--- config.mk ---
export PLATFORM = sky130hd
export DESIGN_NAME = i2c_ctl_reg
export DESIGN_NICKNAME = d
export VERILOG_FILES = /design/src/rtl/i2c_ctl_pkg.sv /design/src/rtl/i2c_ctl_bits.sv /design/src/rtl/i2c_ctl_lines.sv /design/src/rtl/i2c_ctl_irq.sv /design/src/rtl/i2c_ctl_reg.sv
export SDC_FILE = /design/constraint.sdc
export NUM_CORES = 1
export LEC_CHECK = 0
export ABC_AREA = 1
export ABC_CLOCK_PERIOD_IN_PS = 900
export BUFFER_PORTS_ARGS = -buffer_cell sky130_fd_sc_hd__clkbuf_2
export CAP_MARGIN = 20
export CORE_MARGIN = 1.5
export CORE_UTILIZATION = 28
export CTS_CLUSTER_DIAMETER = 40
export DETAILED_ROUTE_END_ITERATION = 10
export GPL_TIMING_DRIVEN = 0
export HOLD_SLACK_MARGIN = 0.08
export PLACE_DENSITY = 0.73
export SLEW_MARGIN = 5
export SYNTH_ARGS = -nofsm -noshare
export SYNTH_HDL_FRONTEND = slang
export SYNTH_SLANG_ARGS = --single-unit
--- constraint.sdc ---
create_clock -name clk -period 0.9 [get_ports clk]
set_clock_uncertainty 0.2 [all_clocks]
set_input_delay 0.09 -clock clk [delete_from_list [all_inputs] [get_ports clk]]
set_output_delay 0.09 -clock clk [all_outputs]
set_load 0.1 [all_outputs]
--- src/rtl/i2c_ctl_pkg.sv ---
// Package: shared field layout of the serial-interface control word.
// Assumes the six control fields sit in the low bits. Software decodes
// these bit positions, so the order is fixed.
package i2c_ctl_pkg;

    localparam int unsigned FLD_N   = 6;
    localparam int unsigned B_IRQEN = 0;
    localparam int unsigned B_STOP  = 1;
    localparam int unsigned B_ACK   = 2;
    localparam int unsigned B_START = 3;
    localparam int unsigned B_GCALL = 4;
    localparam int unsigned B_EN    = 5;

    // Packed from bit 5 down to bit 0.
    typedef struct packed {
        logic en;
        logic gcall;
        logic start_req;
        logic ack_en;
        logic stop_req;
        logic irq_en;
    } ctl_t;

endpackage

--- src/rtl/i2c_ctl_bits.sv ---
// Module: storage of the six control fields with their clear rules.
// Assumes the event flags are levels that are already synchronous to clk.
// A hardware clear always wins over a software write to the same bit.
// The enable bit itself is only ever written by software.
module i2c_ctl_bits
    import i2c_ctl_pkg::*;
(
    input  logic clk,
    input  logic rst_n,
    input  logic wr_en,
    input  ctl_t wr_fld,
    input  logic master_mode,
    input  logic start_sent,
    input  logic stop_sent,
    output ctl_t q
);

    ctl_t d;

    // Next state: the software write first, then the hardware clears on top.
    always_comb begin
        d = q;
        if (wr_en) begin
            d = wr_fld;
        end
        if (!q.en) begin
            d.start_req = 1'b0;
            d.ack_en    = 1'b0;
            d.irq_en    = 1'b0;
        end
        if (start_sent) begin
            d.start_req = 1'b0;
        end
        if (master_mode && stop_sent) begin
            d.stop_req = 1'b0;
        end
    end

    // Register update with synchronous reset.
    always_ff @(posedge clk) begin
        if (!rst_n) begin
            q <= '0;
        end else begin
            q <= d;
        end
    end

endmodule

--- src/rtl/i2c_ctl_lines.sv ---
// Module: combinational line-control requests toward the protocol engine.
// Assumes hold_flags holds every event that must stretch SCL.
module i2c_ctl_lines #(
    parameter int unsigned N_HOLD = 5
) (
    input  logic              en,
    input  logic              master_mode,
    input  logic              stop_req,
    input  logic              byte_done,
    input  logic [N_HOLD-1:0] hold_flags,
    output logic              scl_hold,
    output logic              release_lines
);

    // Stretch SCL while enabled and any hold event is pending.
    always_comb begin
        scl_hold = en && (|hold_flags);
    end

    // In slave mode, a stop request lets go of both lines after the byte.
    always_comb begin
        release_lines = !master_mode && stop_req && byte_done;
    end

endmodule

--- src/rtl/i2c_ctl_irq.sv ---
// Module: registered interrupt request from the level event flags.
// Assumes each source stays high until the engine clears it, so the
// request stays high for exactly as long as its cause.
module i2c_ctl_irq #(
    parameter int unsigned N_SRC = 5
) (
    input  logic             clk,
    input  logic             rst_n,
    input  logic             irq_en,
    input  logic [N_SRC-1:0] src,
    output logic             irq
);

    // Register the gated OR of all sources.
    always_ff @(posedge clk) begin
        if (!rst_n) begin
            irq <= 1'b0;
        end else begin
            irq <= irq_en && (|src);
        end
    end

endmodule

--- src/rtl/i2c_ctl_reg.sv ---
// Module: top of the serial-interface control register.
// Assumes REG_W >= 6. Bits above the six fields always read as zero.
// A read returns the word in the same cycle; a write lands on the next edge.
module i2c_ctl_reg
    import i2c_ctl_pkg::*;
#(
    parameter int unsigned REG_W = 16
) (
    input  logic             clk,
    input  logic             rst_n,
    input  logic             wr_en,
    input  logic             rd_en,
    input  logic [REG_W-1:0] wdata,
    output logic [REG_W-1:0] rdata,
    output logic [REG_W-1:0] ctrl_q,
    input  logic             master_mode,
    input  logic             hdr10_flag,
    input  logic             start_sent,
    input  logic             byte_done,
    input  logic             addr_match,
    input  logic             addr_done,
    input  logic             stop_sent,
    output logic             release_lines,
    output logic             scl_hold,
    output logic             irq
);

    localparam int unsigned N_EVT = 5;

    ctl_t             fld_q;
    ctl_t             wr_fld;
    logic [N_EVT-1:0] evt;

    // Pick the field bits out of the write data.
    always_comb begin
        wr_fld = ctl_t'(wdata[FLD_N-1:0]);
    end

    // Gather the events that stretch SCL and request an interrupt.
    always_comb begin
        evt = {addr_done, addr_match, byte_done, start_sent, hdr10_flag};
    end

    i2c_ctl_bits u_bits (
        .clk         (clk),
        .rst_n       (rst_n),
        .wr_en       (wr_en),
        .wr_fld      (wr_fld),
        .master_mode (master_mode),
        .start_sent  (start_sent),
        .stop_sent   (stop_sent),
        .q           (fld_q)
    );

    i2c_ctl_lines #(.N_HOLD(N_EVT)) u_lines (
        .en            (fld_q.en),
        .master_mode   (master_mode),
        .stop_req      (fld_q.stop_req),
        .byte_done     (byte_done),
        .hold_flags    (evt),
        .scl_hold      (scl_hold),
        .release_lines (release_lines)
    );

    i2c_ctl_irq #(.N_SRC(N_EVT)) u_irq (
        .clk    (clk),
        .rst_n  (rst_n),
        .irq_en (fld_q.irq_en),
        .src    (evt),
        .irq    (irq)
    );

    // Build the full word: the fields at the bottom, zeros above them.
    generate
        if (REG_W > FLD_N) begin : g_pad
            always_comb begin
                ctrl_q = {{(REG_W-FLD_N){1'b0}}, fld_q};
            end
        end else begin : g_nopad
            always_comb begin
                ctrl_q = fld_q;
            end
        end
    endgenerate

    // The read port shows the word only while the strobe is high.
    always_comb begin
        rdata = rd_en ? ctrl_q : '0;
    end

endmodule

; ---- Word-level counts from Yosys, hierarchy flattened
; Index checks and enable logic that the tools add are counted.
[word_totals]
reg_bits = 7
output_inout_bits = 35
word_cells = 20
[classes]
n_mux = 1
bitwise_logic = 2
n_reduce_logical = 10
[ops]
columns = operator, n
row1 = 6-bit 2-to-1 mux, 1
row2 = 1-bit logical AND, 5
row3 = 5-bit OR reduction, 1
row4 = 3-bit OR reduction, 1
row5 = 1-bit NOT, 2
row6 = 2-bit AND reduction, 1
row7 = 2-bit OR reduction, 1
row8 = 1-bit zero test, 1

; ---- Depth between registers and ports, before layout
; Gate-level depths: netlist (run 1).
[logic_depth]
depth_word = 3
depth_mapped = 4
mapped_depth_nobuf = 4

; ---- Hierarchy
; Synthesis (run 1) repeated with hierarchy kept, for this count alone.
[hier_totals]
cells_unflattened = 92
area_unflattened_um2 = 560.5
[modules_own_cells]
columns = mod, n_inst, cells_each, area_per_inst_um2
row1 = i2c_ctl_bits, 1, 42, 279.0
row2 = i2c_ctl_reg, 1, 33, 198.9
row3 = i2c_ctl_irq, 1, 9, 51.3
row4 = i2c_ctl_lines, 1, 8, 31.3

; ---- Least setup slack after synthesis (run 1)
; Ideal clock, no wire load.
[synth_path]
path_kind = register -> output
startpoint = reg u_bits.q[2] in the netlist's numbering
endpoint = out rdata[2]
arrival_time_ns = 1.671
required_time_ns = 0.610
setup_slack_ns = -1.061
stages_incl_launch_ff = 3
n_path_buf = 0
cell_sequence = dfxtp_1 > nand2_1 > inv_1
[synth_via]
elab_chain_cells = 1
[synth_rtl]
columns = element, line
row1 = from (decl), i2c_ctl_bits.sv:15  ; output ctl_t q
row2 = from (signal assigned), i2c_ctl_bits.sv:42  ; q <= '0;
row3 = from (signal assigned), i2c_ctl_bits.sv:44  ; q <= d;
row4 = 6-bit 2-to-1 mux, i2c_ctl_reg.sv:88  ; rdata = rd_en ? ctrl_q : '0;
row5 = to (decl), i2c_ctl_reg.sv:14  ; output logic [REG_W-1:0] rdata,
; Every way passes these cells.

; ---- Worst setup path in the final report (run 1)
[layout_path]
startpoint = reg u_bits.q[5] in the netlist's numbering
endpoint = out rdata[5]
; The elaborated chain is that of the path after synthesis.

==> results.cfg, run 1 <==
[outcome]
outcome = finished, violations left
violations = hold timing, setup timing

[yosys]
yosysTopAreaCell = buf_4
yosys.cell_types.count = 11
ys_ff_latch = 7
synthesis.area_um2 = 510
synth_top_area_share_pct = 33.8
synth_cells = 79
yosysSeqAreaShare_pct = 27.5
avgSynthCellArea_um2 = 6.46
yosys_warnings = 0
synth_area_leaders = buf_4 34%, dfxtp_1 27%, nand2_1 14%

[placement]
portBuffers = 31
placed_cells = 154
place_congestion = 0.692
dpl.hpwl_um = 934

[final_layout]
mostFrequentLayoutCells = 21 x buf_4, 20 x conb_1, 16 x clkbuf_2
final_nets = 166
syn_to_final_growth_pct = 150
num-fill-cells = 100
drive_gt1_share_pct = 64.5
mostFrequentLayoutCell = buf_4
diodes = 0
finish.utilization_pct = 73.9
fin_cells = 163

[hold_path]
hold_class = input pin to register

[critical_path]
arrival_ns = 1.00
critPathLaunchType = register
worstPathMaxFanout = 4
worstSetupEndpointType = primary output
crit_required_ns = 0.61
crit_type = register to primary output

[sta]
post-route-period-util_pct = 143
finalSetupViolCount = 21
holdWs_ns = -0.131
finalWorstSetupSlack_ns = -0.389
min_period_ns = 1.29
final_max_slew_viol_count = 0
final_hold_viol_count = 6
fmax_ghz = 0.776
tns_ns = -5.43
rsz0062_at_grt = yes

[grt]
grt_max_degree = 9
grt_pass1_vias = 606
grt.total_usage_pct = 18.8
grt_overflow = 0
grt_pass1_wl_um = 2680
antenna_found_initial = 0

[detailed_routing]
vias = 629
drcViolationCount = 0
first_iter_violations = 6
viasPerCell = 3.86
drt_wl_total_um = 2130
ant_nets = 0
wl_per_cell_um = 13.1
drt_pass1_iterations = 2

[pwr]
leakagePower_uw = 0.000658
p_per_area_nw_per_um2 = 1170
max-vdd-ir-drop_mv = 0.777

[job]
drv_cap = 0

[floorplanning]
die_x_um = 45.7
die_area_um2 = 2090
ios = 62
std_cell_rows = 15
die_height_um = 45.7
core-area_um2 = 1730
start_util_pct = 29.6

[clock_tree]
cts_sinks = 7
tritoncts = done
root_buffer = clkbuf_4
cts_buffer_depth = 2
clock_latency_ns = 0.25
numCtsBuffers = 3
h-tree-depth = 1
clkTransAtPathRegs_ns = 0.06
-- kinds of logic (layout without fill, tap and decap cells) --
kind of cell	Yosys count	in the layout	synth area share (%)
AOI/OAI and AO/OA	6	6	5.88
other	1	20	0.735
buffers and inverters	35	75	42.6
and+or+nand+nor	30	30	23.3
DFF	7	7	27.5
-- stage by stage --
stage          setup WS (ns)  hold slack [ns]  power [uW]  instance area [um2]
2_1_floorplan         -0.332          0.00525         982                  679
3_3_place_gp          -0.354            0.119        1060                  866
5_1_grt               -0.425           -0.111        1540                 1280
3_5_place_dp          -0.360            0.122        1060                  866
4_1_cts               -0.359           -0.135        1430                 1220
6_report              -0.389           -0.131        1490                 1280
-- timing repair --
action | CTS | global route
gates resized for setup | 51 | 9
endpoints found under the setup margin | 16 | 21
setup buffers | 2 | 3
pin swaps | 1 | 0
endpoints found under the hold margin | 7 | 7
-- flip-flops by register name (all words and copies together) (netlist names) --
register   cells
u_bits.q       6
u_irq.irq      1
-- report_power, final --
group | leakage (uW) | switching (uW) | internal [uW] | total [uW]
logic | 0.000581 | 635 | 227 | 863
registers | 0.0000619 | 18.8 | 311 | 330
clock network | 0.0000150 | 126 | 170 | 296
total | 0.000658 | 781 | 708 | 1490
-- critical path, stage by stage (launching register included) --
cell	delay, ns
dfxtp_4	0.37
nand2_4	0.07
clkinvlp_4	0.10
clkbuf_16	0.20
-- final cells by class --
type | count | area, um2 | area share (%)
sequential | 7 | 164 | 12.8
clock buffer | 4 | 26.3 | 2.06
tap | 25 | 31.3 | 2.45
buffer | 23 | 184 | 14.4
timing repair buffer | 36 | 508 | 39.8
inverter | 12 | 71.3 | 5.59
multi-input combinational | 56 | 292 | 22.8
-- routing by layer --
metal | part of all wire, % | global-route usage [%]
met4 | 2.1 | 8.57
met5 | 0 | 0
met3 | 7.6 | 5.95
met1 | 39 | 19.4
met2 | 51 | 34.1
-- cells in the mapped netlist --
master and number:
o21ai_0 3, dfxtp_1 7, inv_1 12, nor2_1 8, a21oi_1 3, nand3_1 1, nand2_1 19, or2_0 1
conb_1 1, buf_4 23, nand2_2 1
-- final timing paths --
kind / from / end / slack, ns / cells past startpoint
setup / recovery: u_bits.q[5]$_SDFFE_PN0P_ / rdata[5] / -0.39 / 3
hold / removal: wdata[1] / u_bits.q[1]$_SDFFE_PP0P_ / -0.13 / 3
setup reg to reg: u_bits.q[5]$_SDFFE_PN0P_ / u_bits.q[3]$_SDFFE_PP0P_ / -0.23 / 4
hold reg to reg: u_bits.q[1]$_SDFFE_PP0P_ / u_bits.q[1]$_SDFFE_PP0P_ / 0.31 / 2
Note: power is estimated with default switching activity, not from simulation.
==> run 2, diff against run 1 <==
CORE_MARGIN = default   (was 1.5)
==> run 2 against run 1 <==
The flow still finishes with violations (hold timing, setup timing). Highest routed layer unchanged. Sequential cell count unchanged. Clock-buffer cell count is the same. Register-to-register slack is essentially flat. Global-route usage is 0.39 points lower.
==> results.cfg, run 2 (synthesized netlist as in run 1, its figures left out) <==
[outcome]
outcome = finished, violations left
violations = hold timing, setup timing

[grt]
grt.total_usage_pct = 18.4
antenna_found_initial = 0
grt_max_degree = 9
grt_overflow = 0
grt_pass1_vias = 608
grt_pass1_wl_um = 2590

[pwr]
leakagePower_uw = 0.000680
max-vdd-ir-drop_mv = 0.670
p_per_area_nw_per_um2 = 1160

[detailed_routing]
drt_pass1_iterations = 4
vias = 648
drcViolationCount = 0
ant_nets = 0
drt_wl_total_um = 1910
viasPerCell = 3.98
wl_per_cell_um = 11.7
first_iter_violations = 5

[sta]
rsz0062_at_grt = yes
final_hold_viol_count = 7
fmax_ghz = 0.771
post-route-period-util_pct = 144
tns_ns = -5.69
finalSetupViolCount = 21
min_period_ns = 1.30
final_max_slew_viol_count = 0
holdWs_ns = -0.143
finalWorstSetupSlack_ns = -0.397

[placement]
pre_cts_slack_ns = -0.360
portBuffers = 31
place_congestion = 0.763
dpl.hpwl_um = 901
placed_cell_area_um2 = 866

[clock_tree]
cts_sinks = 7
h-tree-depth = 1
clock_latency_ns = 0.26
cts_buffer_depth = 2
numCtsBuffers = 3
tritoncts = done
root_buffer = clkbuf_4
clkTransAtPathRegs_ns = 0.06

[final_layout]
largest_reg_flops = 6
drive_gt1_share_pct = 65.9
largest-register = u_bits.q
mostFrequentLayoutCells = 20 x buf_4, 20 x conb_1, 16 x clkbuf_2
num-fill-cells = 102
finish.utilization_pct = 75.4
diodes = 0
largest_registers = u_bits.q: 6 flops, u_irq.irq: 1 flops
design_area_um2 = 1300
final_nets = 166
syn_to_final_growth_pct = 155

[floorplanning]
die_area_um2 = 2000
ios = 62
die_height_um = 44.7
std_cell_rows = 15
core-area_um2 = 1730
start_util_pct = 29.6
die_x_um = 44.7

[hold_path]
whs_endpoint = u_bits.q[1]$_SDFFE_PP0P_
hp-start = stop_sent
hold_class = input pin to register
worstHoldPathCells = 4

[critical_path]
critPathLaunchType = register
reg2regPathDepth = 4
worstPathMaxFanout = 2
r2r-start = u_bits.q[5]$_SDFFE_PN0P_
arrival_ns = 1.01
worstSetupEndpointType = primary output
regToRegEndpoint = u_bits.q[3]$_SDFFE_PP0P_
crit_type = register to primary output
crit_required_ns = 0.61
r2r_slack_ns = -0.22

[job]
drv_cap = 0
run 2: cell counts in the layout (fill, tap and decap cells not counted):
No cell type changed its count.
run 2: worst max-delay path by stage:
stage / startpoint / endpoint / slack [ns] / depth (start not counted)
4_1_cts: u_bits.q[5]$_SDFFE_PN0P_ / scl_hold / -0.36 / 3
2_1_floorplan: u_bits.q[2]$_SDFFE_PN0P_ / rdata[2] / -0.33 / 2
6_report: u_bits.q[4]$_SDFFE_PN0P_ / rdata[4] / -0.40 / 3
3_5_place_dp: u_bits.q[0]$_SDFFE_PN0P_ / rdata[0] / -0.36 / 3
3_3_place_gp: u_bits.q[1]$_SDFFE_PP0P_ / release_lines / -0.35 / 3
5_1_grt: u_bits.q[1]$_SDFFE_PP0P_ / release_lines / -0.42 / 3
run 2: worst max-delay path: stages (launching register included):
cell and delay [ns]:
dfxtp_4 0.36, nand2_4 0.07, clkinvlp_4 0.10, clkbuf_16 0.20
run 2: timing repair:
action                                  in CTS  in global routing
hold endpoints to repair                     7                  7
endpoints found under the setup margin      16                 21
buffers inserted                             2                  3
pin swaps                                    1                  2
gates resized for setup                     51                 16
run 2: layout make-up:
type	instances	area (um2)	share of cell area [%]
repair buffers	36	512	39.3
multi-input cells	56	310	23.8
inverters	12	71.3	5.48
well taps	25	31.3	2.40
plain buffers	23	184	14.1
clock buffers	4	26.3	2.02
flip-flops and latches	7	166	12.8
run 2: metal layers:
layer  wire (um)  part of all wire [%]  track usage [%]
met1         707                    37             17.2
met2        1010                    53             36.2
met3         150                   7.9             3.60
met4          42                   2.2             10.9
met5           0                     0                0
run 2: report_power, final:
| part | switching [uW] | internal, uW | total [uW] |
|---|---|---|---|
| combinational | 632 | 230 | 863 |
| clock | 146 | 171 | 317 |
| sequential | 21.3 | 309 | 330 |
run 2: per-stage QoR:
step / cells / total power [uW]
floorplan: 98 / 982
global placement: 154 / 1060
detailed placement: 154 / 1060
CTS: 160 / 1450
global route: 163 / 1560
finish: 163 / 1510
